**src/rtl/stepcnt_pkg.sv**
```systemverilog
package stepcnt_pkg;

  typedef enum logic {
    MODE_FREE  = 1'b0,
    MODE_LIMIT = 1'b1
  } cntMode_e;

  // strobes from the control decoder to the datapath register
  typedef struct packed {
    logic doInit;   // reload start value (local reset)
    logic doLoad;   // take external load word
    logic doStep;   // apply step
    logic doWrap;   // limit reached: reload start value
    logic negate;   // subtract instead of add
  } cntStrobe_t;

endpackage

```
**src/rtl/stepcnt_ctrl.sv**
```systemverilog
module stepcnt_ctrl
  import stepcnt_pkg::*;
#(
  parameter int                 WIDTH     = 8,
  parameter cntMode_e           MODE      = MODE_FREE,
  parameter logic [WIDTH-1:0]   INIT_VAL  = '0,
  parameter logic [WIDTH-1:0]   LIMIT_VAL = WIDTH'(100)
) (
  input  logic             clk,
  input  logic             rstN,
  input  logic             rstReq,
  input  logic             loadReq,
  input  logic             enReq,
  input  logic             upReq,
  input  logic [WIDTH-1:0] curCount,
  output cntStrobe_t       strobe
);

  localparam bit LimitMode = (MODE == MODE_LIMIT);

  logic limitHit;

  generate
    if (LimitMode) begin : g_limit
      assign limitHit = (curCount == LIMIT_VAL);
    end else begin : g_free
      assign limitHit = 1'b0;
    end
  endgenerate

  always_comb begin
    strobe = '0;
    if (rstReq) begin
      strobe.doInit = 1'b1;
    end else if (loadReq) begin
      strobe.doLoad = 1'b1;
    end else if (enReq) begin
      if (limitHit) begin
        strobe.doWrap = 1'b1;
      end else begin
        strobe.doStep = 1'b1;
        strobe.negate = !upReq;
      end
    end
  end


  limit_wrap_chk: assert property (@(posedge clk) disable iff (!rstN)
    strobe.doWrap |=> (curCount == INIT_VAL));


  local_rst_chk: assert property (@(posedge clk) disable iff (!rstN)
    rstReq |=> (curCount == INIT_VAL));

endmodule

```
**src/rtl/stepcnt_dp.sv**
```systemverilog
module stepcnt_dp
  import stepcnt_pkg::*;
#(
  parameter int               WIDTH    = 8,
  parameter logic [WIDTH-1:0] INIT_VAL = '0,
  parameter logic [WIDTH-1:0] STEP_VAL = WIDTH'(1)
) (
  input  logic             clk,
  input  logic             rstN,
  input  cntStrobe_t       strobe,
  input  logic [WIDTH-1:0] loadVal,
  output logic [WIDTH-1:0] cnt
);

  logic [WIDTH-1:0] stepped;
  logic [WIDTH-1:0] nextCnt;

  // add/subtract in raw two's complement: identical for signed and unsigned
  assign stepped = strobe.negate ? (cnt - STEP_VAL) : (cnt + STEP_VAL);

  always_comb begin
    nextCnt = cnt;
    if (strobe.doInit || strobe.doWrap) begin
      nextCnt = INIT_VAL;
    end else if (strobe.doLoad) begin
      nextCnt = loadVal;
    end else if (strobe.doStep) begin
      nextCnt = stepped;
    end
  end

  always_ff @(posedge clk or negedge rstN) begin
    if (!rstN) begin
      cnt <= INIT_VAL;
    end else begin
      cnt <= nextCnt;
    end
  end


  hold_chk: assert property (@(posedge clk) disable iff (!rstN)
    (strobe == '0) |=> $stable(cnt));


  step_up_chk: assert property (@(posedge clk) disable iff (!rstN)
    (strobe.doStep && !strobe.negate) |=> (cnt == $past(cnt) + STEP_VAL));


  step_down_chk: assert property (@(posedge clk) disable iff (!rstN)
    (strobe.doStep && strobe.negate) |=> (cnt == $past(cnt) - STEP_VAL));

endmodule

```
**src/rtl/stepcnt_top.sv**
```systemverilog
module stepcnt_top
  import stepcnt_pkg::*;
#(
  parameter int               WIDTH         = 8,
  parameter bit               IS_SIGNED     = 1'b0,
  parameter cntMode_e         MODE          = MODE_FREE,
  parameter logic [WIDTH-1:0] INIT_VAL      = '0,
  parameter logic [WIDTH-1:0] STEP_VAL      = WIDTH'(1),
  parameter logic [WIDTH-1:0] LIMIT_VAL     = WIDTH'(100),
  parameter bit               HAS_LOCAL_RST = 1'b1,
  parameter bit               HAS_LOAD      = 1'b1,
  parameter bit               HAS_ENABLE    = 1'b1,
  parameter bit               HAS_DIR       = 1'b1
) (
  input  logic             clk,
  input  logic             rstN,
  input  logic             localRst,
  input  logic             loadEn,
  input  logic [WIDTH-1:0] loadVal,
  input  logic             countEn,
  input  logic             dirUp,
  output logic [WIDTH-1:0] countOut
);

  localparam int MinWidth = IS_SIGNED ? 2 : 1;

  logic       rstEff;
  logic       loadEff;
  logic       enEff;
  logic       upEff;
  cntStrobe_t strobe;

  // optional controls: switched-off ones are tied to their inactive level
  generate
    if (HAS_LOCAL_RST) begin : g_rst
      assign rstEff = localRst;
    end else begin : g_no_rst
      logic unusedRst;
      assign unusedRst = localRst;
      assign rstEff    = 1'b0;
    end
    if (HAS_LOAD) begin : g_load
      assign loadEff = loadEn;
    end else begin : g_no_load
      logic unusedLoad;
      assign unusedLoad = loadEn;
      assign loadEff    = 1'b0;
    end
    if (HAS_ENABLE) begin : g_en
      assign enEff = countEn;
    end else begin : g_no_en
      logic unusedEn;
      assign unusedEn = countEn;
      assign enEff    = 1'b1;
    end
    if (HAS_DIR) begin : g_dir
      assign upEff = dirUp;
    end else begin : g_no_dir
      logic unusedDir;
      assign unusedDir = dirUp;
      assign upEff     = 1'b1;
    end
  endgenerate

  stepcnt_ctrl #(
    .WIDTH    (WIDTH),
    .MODE     (MODE),
    .INIT_VAL (INIT_VAL),
    .LIMIT_VAL(LIMIT_VAL)
  ) u_ctrl (
    .clk     (clk),
    .rstN    (rstN),
    .rstReq  (rstEff),
    .loadReq (loadEff),
    .enReq   (enEff),
    .upReq   (upEff),
    .curCount(countOut),
    .strobe  (strobe)
  );

  stepcnt_dp #(
    .WIDTH   (WIDTH),
    .INIT_VAL(INIT_VAL),
    .STEP_VAL(STEP_VAL)
  ) u_dp (
    .clk    (clk),
    .rstN   (rstN),
    .strobe (strobe),
    .loadVal(loadVal),
    .cnt    (countOut)
  );

  initial begin
    if (WIDTH < MinWidth) $display("stepcnt_top: WIDTH below minimum %0d", MinWidth);
  end


  load_chk: assert property (@(posedge clk) disable iff (!rstN)
    (!rstEff && loadEff) |=> (countOut == $past(loadVal)));


  reset_value_chk: assert property (@(posedge clk)
    !rstN |-> (countOut == INIT_VAL));

endmodule

```
**config.mk**
```make
export PLATFORM = sky130hd
export DESIGN_NAME = stepcnt_top
export DESIGN_NICKNAME = d
export VERILOG_FILES = /design/src/rtl/stepcnt_pkg.sv /design/src/rtl/stepcnt_ctrl.sv /design/src/rtl/stepcnt_dp.sv /design/src/rtl/stepcnt_top.sv
export SDC_FILE = /design/constraint.sdc
export NUM_CORES = 1
export LEC_CHECK = 0
export ABC_AREA = 1
export BUFFER_PORTS_ARGS = -buffer_cell sky130_fd_sc_hd__buf_2
export CAP_MARGIN = 0
export CORE_ASPECT_RATIO = 1.5
export CORE_MARGIN = 5
export CORE_UTILIZATION = 25
export CTS_BUF_LIST = sky130_fd_sc_hd__clkbuf_2 sky130_fd_sc_hd__clkbuf_4 sky130_fd_sc_hd__clkbuf_8
export DETAILED_ROUTE_END_ITERATION = 7
export GPL_TIMING_DRIVEN = 0
export RECOVER_POWER = 50
export SETUP_SLACK_MARGIN = 0.3
export SYNTH_ARGS = -nofsm -noshare
export SYNTH_HDL_FRONTEND = slang
export SYNTH_HIERARCHICAL = 1
export SYNTH_SLANG_ARGS = --single-unit
```
**constraint.sdc**
```tcl
create_clock -name clk -period 2.3 [get_ports clk]
set_clock_uncertainty 0.15 [all_clocks]
set_input_delay 0 -clock clk [delete_from_list [all_inputs] [get_ports clk]]
set_output_delay 0 -clock clk [all_outputs]
set_load 0.01 [all_outputs]
```
==> results.txt, run 1 <==
Outcome: finished clean
Clk buf depth: 2
DR WL/cell: 10.8 µm
HP Class: input pin to flop
Share of cells above drive strength 1: 16.0%
Initial antenna violation count: 0
Final setup fails: 0
Clk sink count: 8
Worst Hold End: u_dp/cnt[2]$_DFFE_PN0P_
Die ar.: 4350 µm²
Worst-path cell chain: dlygate4sd3_1 -> dlygate4sd3_1 -> clkbuf_1 -> dlygate4sd3_1
Top Registers: u_dp/cnt x8
Post-Synthesis Cells: 121
Clk root buf: clkbuf_8
Clock Pin Slew Worst Setup and Hold Paths: 0.04 ns
GRT overflow: 0
Seq cells post-synth: 8
CP most frequent cell: dlygate4sd3_1
Synth top area cells: dfrtp_1, nand2_1, ha_1
Initial Util: 26.4%
CP Capture Type: async pin
CTS H-Tree Depth: 1
CP max FO: 5
First-pass GRT wire length: 3930 µm
RSZ-0062 raised after global routing: false
Syn. warnings: 6
Critical Path AT: 2.10 ns
Placer Congestion: 0.799
Num ports: 22
Yosys top cell by area: dfrtp_1
Post-synth EDFFs: 0
Tot GR Track Use: 11.3%
Final min period: 1.84 ns
WHS Path Cells: 5
Via density: 4.35
Critical path depth in cells: 4
Routed Wire Length: 2110 µm
Reg2reg end: u_dp/cnt[6]$_DFFE_PN0P_
Highest clock rate: 0.544 GHz
Cell internal pwr: 0.316 mW
Post-Syn Area: 778 µm²
Pins over their slew limit: 0
IO buf count: 21
Crit path kind: input pin to async pin
Count leader, synth: nand2_1
Most used DFF post-synth: dfrtp_1
Worst R2R Path Depth: 10
Ant diodes: 0
Worst Hold Margin: 0.0381 ns
Final Hold Viols: 0
Max reg flops: 8
Period utilisation layout: 79.9%
Setup ws final: 0.463 ns
Sw frac: 29.1%
CP Launch Type: input pin
Post-DP Area: 932 µm²
Family with the most delay on the worst path: buffers and inverters
# nets final: 179
Sequential share of power: 35.1%
Average cell area after synthesis: 6.43 µm²
Number of global-route vias before repair: 939
Leakage: 0.602 nW
Final Util: 36.6%
PwrDens: 414 nW/µm²
Die Height: 78.3 µm
Vias: 849
Max capacitance violation total: 0
Buffers plus inverters on the worst setup path: 4
Yosys cell types: 23
Clock network power share: 38.8%
Initial drt markers: 21
TritonCTS buffer count: 3
Register with the most flip-flops: u_dp/cnt
P&R area growth vs syn: 38.4%
Share of the synthesized area in the top cell type: 25.7%
Largest net degree at the start of global routing: 11
Die X: 55.6 µm
Hold Crit Start: localRst
CTS tree: yes
Post-route DRC: 0
List of most frequent post-synthesis cells: nand2_1, nor2_1, inv_1
Clk_lat worst skew: 0.23 ns
Syn Nets: 142
DRT antenna net count: 0
Post-DP HPWL: 1670 µm
# rows: 24
Sequential share of the synthesized area: 25.7%
Pre-CTS setup slack: 0.224 ns
Slowest Stage Delay on Critical Path: 0.73 ns
DR pass1 iterations: 4
Critical Path RT: 2.57 ns
Worst-path cell with the longest stage delay: dlygate4sd3_1
R2R Setup Slk: 0.55 ns
Gate power share: 26.2%
Setup TNS Final: 0 ns
Net switching power: 0.130 mW
Post-CTS setup buffer count: 0
Core footprint: 2940 µm²
Peak supply drop: 0.295 mV
Filler instances: 336
Post-route design area: 1080 µm²
Worst r2r src: u_dp/cnt[0]$_DFFE_PN0P_
Asr flop ratio synth: 100%
-- power by group through the flow --
stage	Combinational [mW]	Sequential, mW	Clock (mW)
after floorplan	0.0622	0.161	0
after global placement	0.100	0.158	0
after detailed placement	0.104	0.158	0
after CTS	0.119	0.156	0.180
after global routing	0.135	0.157	0.187
final	0.117	0.156	0.173
-- layout make-up --
| class | count | area (µm²) | share of cell area [%] |
|---|---|---|---|
| Multi-Input combinational cell | 93 | 493 | 45.8 |
| Clock buffer | 3 | 41.3 | 3.83 |
| Inverter | 17 | 63.8 | 5.92 |
| Tap cell | 39 | 48.8 | 4.53 |
| Timing Repair Buffer | 32 | 204 | 18.9 |
| Buffer | 3 | 26.3 | 2.44 |
| Sequential cell | 8 | 200 | 18.6 |
-- tightest hold or removal path, delay by kind of cell --
kind / cells / cell delay, ns
AO/OA/AOI/OAI: 1 / 0.09
buffers and inverters: 2 / 0.20
AND/OR/NAND/NOR: 2 / 0.09
-- stage by stage --
| step | power, mW | instances |
|---|---|---|
| detailed placement | 0.262 | 181 |
| finish | 0.446 | 195 |
| global route | 0.479 | 195 |
| global placement | 0.259 | 181 |
| floorplan | 0.223 | 121 |
| CTS | 0.456 | 195 |
-- worst max path at each step --
stage | startpoint | end | slack (ns)
after global placement | localRst | u_dp/cnt[6]$_DFFE_PN0P_ | 0.27
after global routing | rstN | u_dp/cnt[6]$_DFFE_PN0P_ | 0.35
after detailed placement | localRst | u_dp/cnt[6]$_DFFE_PN0P_ | 0.22
after CTS | localRst | u_dp/cnt[6]$_DFFE_PN0P_ | 0.47
final | rstN | u_dp/cnt[6]$_DFFE_PN0P_ | 0.46
after floorplan | loadEn | u_dp/cnt[4]$_DFFE_PN0P_ | 0.62
-- kinds of logic after synthesis --
family | Yosys count | synth area share (%)
AO/OA/AOI/OAI | 8 | 5.95
XOR/XNOR | 2 | 2.25
adder cells (fa/ha/maj) | 7 | 12.2
buffers and inverters | 20 | 11.6
flip-flops | 8 | 25.7
other | 1 | 0.482
AND/OR/NAND/NOR | 75 | 41.8
-- layer usage --
| metal | track usage (%) | vias up | share of wire [%] |
|---|---|---|---|
| met1 | 10.6 | 379 | 36 |
| met5 | 0 | - | 0 |
| met2 | 23.0 | 17 | 59 |
| met4 | 6.57 | 0 | 2.4 |
| li1 | - | 448 | - |
| met3 | 0.985 | 5 | 2.5 |
-- cell usage in the layout, fill, tap and decap left out --
cell type      netlist  final
a21oi_1              2      2
and2_4               1      1
buf_2                0     12
buf_4                2      2
buf_6                1      1
clkbuf_1             0      9
clkbuf_8             0      3
clkinv_1             1      1
conb_1               1      1
dfrtp_1              8      8
dlygate4sd3_1        0     11
fa_1                 1      1
ha_1                 6      6
inv_1               14     14
inv_2                2      2
nand2_1             41     41
nand2_2              1      1
nand3_1              8      8
nand3_2              1      1
nand3b_1             2      2
nor2_1              16     16
nor2_2               2      1
nor2_4               0      1
o2111ai_1            1      1
o21ai_1              3      3
o22ai_1              2      2
or2_1                3      3
xor2_1               2      2
-- timing repair --
action / in CTS / in global routing
hold buffers: 11 / 0
endpoints found under the hold margin: 16 / 0
gates resized for setup: 0 / 1
endpoints found under the setup margin: 0 / 1
Power figures use the tool's default switching activity.
==> inputs of run 2 (changes only) <==
==> constraint.sdc (replaced) <==
create_clock -name clk -period 1.8 [get_ports clk]
set_clock_uncertainty 0.15 [all_clocks]
set_input_delay 0 -clock clk [delete_from_list [all_inputs] [get_ports clk]]
set_output_delay 0 -clock clk [all_outputs]
set_load 0.01 [all_outputs]
==> results.txt, run 2 (synthesis gave the netlist of run 1 again) <==
Outcome: finished clean
Clk root buf: clkbuf_8
Max capacitance violation total: 0 (unchanged)
Pre-CTS setup slack: -0.0561 ns (-0.280 ns)
Critical Path AT: 1.59 ns (-0.51 ns)
Setup TNS Final: 0 ns (unchanged)
Final Power: 0.602 mW (+35%)
Setup ws final: 0.186 ns (-0.277 ns)
Multi-input gate area: 592 µm² (+20%)
CP Launch Type: flop
Post-route DRC: 0 (unchanged)
RSZ-0062 raised after global routing: true
Worst R2R Path Depth: 10 (unchanged)
Die ar.: 4350 µm² (unchanged)
Top Registers: u_dp/cnt x8
Die Height: 78.3 µm (unchanged)
Initial Util: 26.4% (unchanged)
DRT antenna net count: 0 (unchanged)
Post-DP HPWL: 1580 µm (-5.4%)
Final setup fails: 0 (unchanged)
TritonCTS buffer count: 3 (unchanged)
Core footprint: 2940 µm² (unchanged)
CP max FO: 3 (-2)
Tot GR Track Use: 10.4% (-0.87 points)
Clock Pin Slew Worst Setup and Hold Paths: 0.05 ns (about the same)
IO buf count: 21 (unchanged)
PwrDens: 496 nW/µm² (+20%)
CTS H-Tree Depth: 1 (unchanged)
Relative max-transition margin: 65.1%
Peak supply drop: 0.366 mV (+24%)
First-pass GRT wire length: 3620 µm (-7.7%)
Final Util: 41.2% (+4.6 points)
Num ports: 22 (unchanged)
DR pass1 iterations: 4 (unchanged)
Clk buf depth: 2 (unchanged)
Commonest non-fill, non-tap cell in the layout: nand2_1
P&R area growth vs syn: 55.9%
Worst slew pin tran: 0.524 ns
Reg2reg end: u_dp/cnt[6]$_DFFE_PN0P_
Pins over their slew limit: 0 (unchanged)
Hold Crit Start: localRst
Period utilisation layout: 89.7%
Placer Congestion: 0.775 (-3.1%)
Worst Hold End: u_dp/cnt[2]$_DFFE_PN0P_
DR WL/cell: 11.2 µm (+3.1%)
HP Class: input pin to flop
Crit path kind: flop to flop
Initial antenna violation count: 0 (unchanged)
Final Hold Viols: 0 (unchanged)
Die X: 55.6 µm (unchanged)
Initial drt markers: 14 (-33%)
R2R Setup Slk: 0.19 ns (-0.36 ns)
Leakage: 0.646 nW (+7.3%)
Vias: 873 (+2.8%)
Number of global-route vias before repair: 853 (-9.2%)
Critical Path RT: 1.78 ns (-0.79 ns)
Clk_lat worst skew: 0.23 ns (about the same)
Max reg flops: 8 (unchanged)
# rows: 24 (unchanged)
Highest clock rate: 0.620 GHz
Register with the most flip-flops: u_dp/cnt
Clk sink count: 8 (unchanged)
Via density: 4.37 (+0.26%)
Final min period: 1.61 ns
WHS Path Cells: 5 (unchanged)
CTS tree: yes
Register area: 200 µm² (unchanged)
Routed Wire Length: 2230 µm (+5.8%)
Most frequent cells in the layout: nand2_1, buf_2, nor2_1
GRT overflow: 0 (unchanged)
Filler instances: 333 (-0.89%)
Largest net degree at the start of global routing: 11 (unchanged)
Share of cells above drive strength 1: 35.4% (+19 points)
Worst r2r src: u_dp/cnt[1]$_DFFE_PN0P_
Ant diodes: 0 (unchanged)
# nets final: 184 (+2.8%)
CP Capture Type: flop
run 2: changes by cell type in the layout (fill, tap and decap cells not counted), sizes merged:
cell	previous run	this run
clkbuf	12	8
buf	15	26
dlygate4sd3	11	9
run 2: worst max-delay path: stages, from the launching register on:
cell and delay (ns):
dfrtp_1 0.37, inv_2 0.06, fa_2 0.38, inv_2 0.06, nand2_2 0.05, nand2_2 0.06
nand3b_1 0.11, nand3_1 0.10, nand3_1 0.07, nand2_1 0.05, nand2_1 0.04
run 2: area by class of cell:
type	count	share of cell area, %
Multi-Input combinational cell	93	48.8
Tap cell	39	4.02
Sequential cell	8	16.5
Buffer	3	2.16
Timing Repair Buffer	37	19.9
Inverter	17	5.26
Clock buffer	3	3.40
run 2: worst max path at each step:
stage / slack (ns) / cells past startpoint / to / startpoint
global placement: -0.04 / 14 / u_dp/cnt[6]$_DFFE_PN0P_ / localRst
detailed placement: -0.06 / 14 / u_dp/cnt[6]$_DFFE_PN0P_ / localRst
global route: 0.1 / 10 / u_dp/cnt[6]$_DFFE_PN0P_ / u_dp/cnt[1]$_DFFE_PN0P_
finish: 0.19 / 10 / u_dp/cnt[6]$_DFFE_PN0P_ / u_dp/cnt[1]$_DFFE_PN0P_
floorplan: 0.24 / 8 / u_dp/cnt[7]$_DFFE_PN0P_ / u_dp/cnt[2]$_DFFE_PN0P_
CTS: 0.23 / 9 / u_dp/cnt[4]$_DFFE_PN0P_ / u_dp/cnt[0]$_DFFE_PN0P_
run 2: metrics by stage:
| step | cells | hold WS, ns | area, µm² |
|---|---|---|---|
| floorplan | 121 | -0.446 | 798 |
| global placement | 181 | -0.283 | 952 |
| detailed placement | 181 | -0.278 | 952 |
| CTS | 199 | 0.00278 | 1180 |
| global route | 200 | 0.0779 | 1210 |
| finish | 200 | 0.0519 | 1210 |
run 2: timing repair:
action,CTS,global route
buffers inserted,6,1
hold buffers,9,0
pin swaps,3,10
setup endpoints to repair,5,5
endpoints found under the hold margin,16,0
gates resized for setup,6,10
cloned,0,0
run 2: metal layers:
layer	vias to the layer above	wire length [µm]	GRT usage, %
li1	458	-	-
met2	18	1300	21.2
met3	4	55	0.985
met5	-	0	0
met4	0	23	4.38
met1	393	854	10.4
run 2: where the power goes:
group          total (mW)  switching [mW]  internal, mW
clock network       0.228          0.0820         0.146
registers           0.201          0.0103         0.191
logic               0.174          0.0882        0.0853
total               0.602           0.180         0.422
